## src/rtl/acc_pkg.sv

```systemverilog
package acc_pkg;

    typedef enum logic [2:0] {
        ST_IDLE   = 3'd0,
        ST_ISSUE  = 3'd1,
        ST_WAIT   = 3'd2,
        ST_NOTIFY = 3'd3,
        ST_SETTLE = 3'd4
    } acc_state_e;

endpackage

```

## src/rtl/acc_halfstep_delay.sv

```systemverilog
// Delay of CYCLES clocks built from alternating rising/falling stages,
// each shifting the signal by half a cycle.
module acc_halfstep_delay #(
    parameter int W      = 1,
    parameter int CYCLES = 1
) (
    input  logic         clk,
    input  logic         rst_n,
    input  logic [W-1:0] d,
    output logic [W-1:0] q
);
    logic [W-1:0] rise_q [CYCLES];
    logic [W-1:0] fall_q [CYCLES];

    for (genvar i = 0; i < CYCLES; i++) begin : g_stage
        logic [W-1:0] stage_in;
        if (i == 0) begin : g_first
            assign stage_in = d;
        end else begin : g_next
            assign stage_in = fall_q[i-1];
        end

        always_ff @(posedge clk or negedge rst_n) begin
            if (!rst_n) rise_q[i] <= '0;
            else        rise_q[i] <= stage_in;
        end

        always_ff @(negedge clk or negedge rst_n) begin
            if (!rst_n) fall_q[i] <= '0;
            else        fall_q[i] <= rise_q[i];
        end
    end

    assign q = fall_q[CYCLES-1];
endmodule

```

## src/rtl/acc_seq_fsm.sv

```systemverilog
module acc_seq_fsm
    import acc_pkg::*;
(
    input  logic clk,
    input  logic rst_n,
    input  logic start_i,
    input  logic xcvr_done_i,
    input  logic rd_req_i,
    output logic accept_o,
    output logic go_raw_o,
    output logic capture_en_o,
    output logic done_raw_o,
    output logic busy_o
);
    acc_state_e state_q, state_d;

    always_comb begin
        state_d = state_q;
        unique case (state_q)
            ST_IDLE:   if (start_i) state_d = ST_ISSUE;
            ST_ISSUE:  state_d = ST_WAIT;
            ST_WAIT:   if (xcvr_done_i) state_d = ST_NOTIFY;
            ST_NOTIFY: state_d = ST_SETTLE;
            ST_SETTLE: state_d = ST_IDLE;
            default:   state_d = ST_IDLE;
        endcase
    end

    always_ff @(posedge clk or negedge rst_n) begin
        if (!rst_n) state_q <= ST_IDLE;
        else        state_q <= state_d;
    end

    always_comb begin
        accept_o     = 1'b0;
        go_raw_o     = 1'b0;
        capture_en_o = 1'b0;
        done_raw_o   = 1'b0;
        busy_o       = 1'b1;
        unique case (state_q)
            ST_IDLE: begin
                busy_o   = 1'b0;
                accept_o = start_i;
            end
            ST_ISSUE:  go_raw_o     = 1'b1;
            ST_WAIT:   capture_en_o = rd_req_i;
            ST_NOTIFY: done_raw_o   = 1'b1;
            ST_SETTLE: busy_o       = 1'b1;
            default:   busy_o       = 1'b0;
        endcase
    end
endmodule

```

## src/rtl/acc_rd_capture.sv

```systemverilog
// Captures the returned byte on the falling edge, mid-strobe.
module acc_rd_capture #(
    parameter int DATA_W = 8
) (
    input  logic              clk,
    input  logic              rst_n,
    input  logic              capture_en_i,
    input  logic              xcvr_done_i,
    input  logic [DATA_W-1:0] xcvr_rdata_i,
    output logic [DATA_W-1:0] rdata_o
);
    always_ff @(negedge clk or negedge rst_n) begin
        if (!rst_n)                           rdata_o <= '0;
        else if (capture_en_i && xcvr_done_i) rdata_o <= xcvr_rdata_i;
    end
endmodule

```

## src/rtl/acc_call_wrapper.sv

```systemverilog
module acc_call_wrapper #(
    parameter int          ADDR_W     = 8,
    parameter int          DATA_W     = 8,
    parameter int          GO_DELAY   = 1,
    parameter int          DONE_DELAY = 1,
    parameter bit          USE_FIXED  = 1'b0,
    parameter int unsigned FIXED_ADDR = 1
) (
    input  logic              clk,
    input  logic              rst_n,
    input  logic              start_i,
    input  logic              rw_i,
    input  logic [ADDR_W-1:0] addr_i,
    input  logic [DATA_W-1:0] wdata_i,
    output logic              busy_o,
    output logic              done_o,
    output logic [DATA_W-1:0] rdata_o,
    output logic [ADDR_W-1:0] xcvr_addr_o,
    output logic              xcvr_rw_o,
    output logic [DATA_W-1:0] xcvr_wdata_o,
    output logic              xcvr_go_o,
    input  logic              xcvr_done_i,
    input  logic [DATA_W-1:0] xcvr_rdata_i
);
    localparam logic [ADDR_W-1:0] FIX_A = ADDR_W'(FIXED_ADDR);

    logic              accept, go_raw, capture_en, done_raw;
    logic [ADDR_W-1:0] addr_q;
    logic [DATA_W-1:0] wdata_q;
    logic              rw_q;

    acc_seq_fsm u_fsm (
        .clk          (clk),
        .rst_n        (rst_n),
        .start_i      (start_i),
        .xcvr_done_i  (xcvr_done_i),
        .rd_req_i     (rw_q),
        .accept_o     (accept),
        .go_raw_o     (go_raw),
        .capture_en_o (capture_en),
        .done_raw_o   (done_raw),
        .busy_o       (busy_o)
    );

    // Request parameters, latched once per accepted start.
    always_ff @(posedge clk or negedge rst_n) begin
        if (!rst_n) begin
            addr_q  <= '0;
            rw_q    <= 1'b0;
            wdata_q <= '0;
        end else if (accept) begin
            rw_q    <= rw_i;
            wdata_q <= rw_i ? '0 : wdata_i;
            if (USE_FIXED) addr_q <= FIX_A;
            else           addr_q <= addr_i;
        end
    end

    if (USE_FIXED) begin : g_fixed
        assign xcvr_addr_o = busy_o ? FIX_A : addr_q;
    end else begin : g_free
        assign xcvr_addr_o = addr_q;
    end

    assign xcvr_rw_o    = rw_q;
    assign xcvr_wdata_o = wdata_q;

    acc_halfstep_delay #(.W(1), .CYCLES(GO_DELAY)) u_go_dly (
        .clk   (clk),
        .rst_n (rst_n),
        .d     (go_raw),
        .q     (xcvr_go_o)
    );

    acc_halfstep_delay #(.W(1), .CYCLES(DONE_DELAY)) u_done_dly (
        .clk   (clk),
        .rst_n (rst_n),
        .d     (done_raw),
        .q     (done_o)
    );

    acc_rd_capture #(.DATA_W(DATA_W)) u_cap (
        .clk          (clk),
        .rst_n        (rst_n),
        .capture_en_i (capture_en),
        .xcvr_done_i  (xcvr_done_i),
        .xcvr_rdata_i (xcvr_rdata_i),
        .rdata_o      (rdata_o)
    );
endmodule

```

## config.mk

```make
export PLATFORM = sky130hd
export DESIGN_NAME = acc_call_wrapper
export DESIGN_NICKNAME = d
export VERILOG_FILES = /design/src/rtl/acc_pkg.sv /design/src/rtl/acc_halfstep_delay.sv /design/src/rtl/acc_seq_fsm.sv /design/src/rtl/acc_rd_capture.sv /design/src/rtl/acc_call_wrapper.sv
export SDC_FILE = /design/constraint.sdc
export NUM_CORES = 1
export LEC_CHECK = 0
export CAP_MARGIN = 20
export CORE_ASPECT_RATIO = 1.75
export CORE_MARGIN = 1.5
export CORE_UTILIZATION = 37
export CTS_BUF_LIST = sky130_fd_sc_hd__clkbuf_16
export DETAILED_ROUTE_END_ITERATION = 10
export PLACE_DENSITY = 0.75
export SLEW_MARGIN = 20
export SYNTH_ARGS = -nofsm -noshare
export SYNTH_HDL_FRONTEND = slang
export SYNTH_SLANG_ARGS = --single-unit
```

## constraint.sdc

```tcl
create_clock -name clk -period 1.6 [get_ports clk]
set_clock_uncertainty 0.05 [all_clocks]
set_input_delay 0.32 -clock clk [delete_from_list [all_inputs] [get_ports clk]]
set_output_delay 0.32 -clock clk [all_outputs]
set_load 0.01 [all_outputs]
```

==> flow_summary.ini <==
[outcome]
status = finished, violations left
violations = negative setup slack

[logic_synthesis]
ys_top_cells_by_area = dfrtp_1 (43%), dfrtn_1 (20%), mux2_2 (12%)
yosys-top-cells-count = dfrtp_1 (22), mux2_2 (13), dfrtn_1 (10)
syn_area_mm2 = 0.001270
synth.most_common_cell = dfrtp_1
ys.flop_type = dfrtp_1
synth_cells = 91
synthArstFlopShare_pct = 100.0
synthDistinctLibCells = 20
ys_seq_area_share_pct = 63.05
syn_area_per_cell_um2 = 13.96
syn_nets = 120
yosys.area.top_type = dfrtp_1
yosys_warnings = 0
netlist.area_leader.share_pct = 43.35
synth_edf_count = 0
ys_seq_elements = 32

[sta]
relSlewSlack_pct = 84.20
finalHoldViolCount = 0
setup_viol = 30
tightest_slew_ns = 0.2363
slew_violations = 0
setup_ws_ns = -0.4142
tns_ns = -7.605
rsz0062_at_grt = yes

[pwr]
vdd_drop_max_uv = 997.3
power_frac_seq_pct = 34.7
combPwrFrac_pct = 44.5
power.leakage_nw = 0.9470
power_density_mw_per_mm2 = 1974
p_sw_share_pct = 29.86
finalPower_w = 0.004101
internal_power_w = 0.002876
switchingPower_w = 0.001224
clockPowerShare_pct = 20.9

[clock_tree]
cts.sinks = 32
htreeDepth = 2
clk_pin_slew_ns = 0.05
cts_root_buffer = clkbuf_16
clockBufferDepth = 2
cts_tree = built
postCtsHoldBufs = 0
cts_buffers = 5
insertion_delay_ns = 0.27

[critical_path]
critPathSlowestCell = dfrtp_1
r2r_slack_ns = -0.41
worst_setup_path_start_kind = flip-flop
rr_worst_depth = 4
crit_buf_inv = 1
cp_max_fo = 8
slowest_delay_ns = 0.39
crit_family = flip-flops
endpoint_kind = flip-flop
r2r_start = u_fsm.state_q[2]
path_cells = nor2_2, nand4_1, buf_6, mux2_2
critical_path_class = flip-flop to flip-flop
crit_arrival_ns = 1.30
cp_data_required_time_ns = 0.88
r2r-end = u_cap.rdata_o[6]

[floorplanning]
num_rows = 28
initial_core_util_pct = 38.16
die_h_um = 80.50
io_pins = 57
core_area_mm2 = 0.003328
die_w_um = 47.29
dieArea_mm2 = 0.003806

[flow_run]
drv_cap = 0

[drt]
routed_wl_mm = 3.008
postRouteAntennaNets = 0
dr.first_iter.drc_count = 6
drc = 0
routedWlPerCell_um = 14.53
drt-vias-per-instance = 4.531
first_pass_iters = 2
route.vias.total = 938

[place]
gp_congestion = 0.7414
port_buffers = 56
dp_cells = 196
dp_hpwl_mm = 2.221
dpl-instance-area_mm2 = 0.001921

[hold_path]
hold_path_class = input port to async pin

[cells_and_area]
final_area_mm2 = 0.002077
drive_above_1_share_pct = 30.86
multi_input_area_um2 = 447.9
area_delta_synth_final_pct = 63.55
final_cell_count_no_fill = 207
regArea_um2 = 800.8
antennaDiodeCount = 0
nFillCells = 257
nNetsFinal = 190

[grt]
gr-total-overflow = 0
grt_pass1_vias = 1013
antenna_found_initial = 0
grt_max_degree = 19
grt_pass1_wl_mm = 4.436
track_usage_pct = 16.92
==> layout by cell type, fill, tap and decap left out, drive strengths merged <==
cell type / count
clkinv: 1
xnor2: 2
dfrtp: 22
clkdlybuf4s50: 43
nand2: 8
mux2: 17
or4b: 3
dfrtn: 10
nor3b: 1
and3b: 2
nor3: 1
mux2i: 1
inv: 2
buf: 22
nand2b: 8
nand4: 1
nor2: 3
o21ai: 8
dlygate4sd2: 2
clkbuf: 5
==> routing by layer <==
layer  vias to the layer above  track usage [%]  share of wire (%)
met2                        43            28.65                 52
met3                         6            5.843                7.4
met4                         0            8.333                2.2
li1                        451                -                  -
met1                       438            17.32                 38
met5                         -                0                  0
==> worst reg2reg max path, cell delays in order, from the launching register on <==
cell and delay [ns]:
dfrtp_1 0.39, nor2_2 0.11, nand4_1 0.10, buf_6 0.16
mux2_2 0.27
==> metrics by stage <==
step	setup slack [ns]	util, %	hold WS, ns
after global routing	-0.4929	62.41	0.3771
after detailed placement	-0.7861	57.71	0.4087
after CTS	-0.4222	61.58	0.3714
after global placement	-0.7502	57.71	0.3981
final	-0.4142	62.41	0.3676
after floorplan	-0.6285	-	-0.02559
==> worst max-delay path by stage <==
stage / start / endpoint / slack (ns) / depth (start not counted)
2_1_floorplan: u_fsm.state_q[0] / u_cap.rdata_o[0] / -0.63 / 4
3_3_place_gp: xcvr_done_i / u_cap.rdata_o[0] / -0.75 / 4
3_5_place_dp: xcvr_done_i / u_cap.rdata_o[6] / -0.79 / 4
4_1_cts: u_fsm.state_q[2] / u_cap.rdata_o[6] / -0.42 / 4
5_1_grt: u_fsm.state_q[2] / u_cap.rdata_o[6] / -0.49 / 4
6_report: u_fsm.state_q[2] / u_cap.rdata_o[6] / -0.41 / 4
==> sequential cells by signal, indices dropped and copies added, names as in the netlist <==
register	flops
u_cap.rdata_o	8
xcvr_addr_o	8
xcvr_wdata_o	8
u_fsm.state_q	3
u_done_dly.q	1
u_done_dly.rise_q	1
u_go_dly.q	1
u_go_dly.rise_q	1
xcvr_rw_o	1
==> cell families (layout without fill, tap and decap cells) <==
| kind of cell | count (synthesis) | in the layout | synth area share (%) |
|---|---|---|---|
| AO/OA/AOI/OAI | 8 | 8 | 3.153 |
| XOR/XNOR | 2 | 2 | 1.380 |
| buffers and inverters | 6 | 75 | 4.236 |
| flip-flops | 32 | 32 | 63.05 |
| multiplexers | 18 | 18 | 17.04 |
| AND/OR/NAND/NOR | 25 | 27 | 11.13 |
==> power by group through the flow <==
| stage | sequential [W] | combinational, W | clock, W |
|---|---|---|---|
| 2_1_floorplan | 0.00156 | 0.000714 | 0 |
| 3_3_place_gp | 0.00140 | 0.00178 | 0 |
| 3_5_place_dp | 0.00142 | 0.00182 | 0 |
| 4_1_cts | 0.00141 | 0.00179 | 0.000878 |
| 5_1_grt | 0.00146 | 0.00198 | 0.000917 |
| 6_report | 0.00142 | 0.00182 | 0.000856 |
==> timing repair <==
action                                  CTS  global route
buffers inserted                          1             1
pin swaps                                 3             3
resized for setup                        53             6
endpoints found under the setup margin   36            34
gates cloned                              2             0
==> final cells by class <==
type,count,share of cell area [%]
Sequential cell,32,38.55
Tap cell,45,2.711
Timing Repair Buffer,67,30.54
Multi-Input combinational cell,55,21.57
Clock inverter,3,0.6024
Clock buffer,5,6.024
No activity file was read; power rests on OpenSTA's default activity.
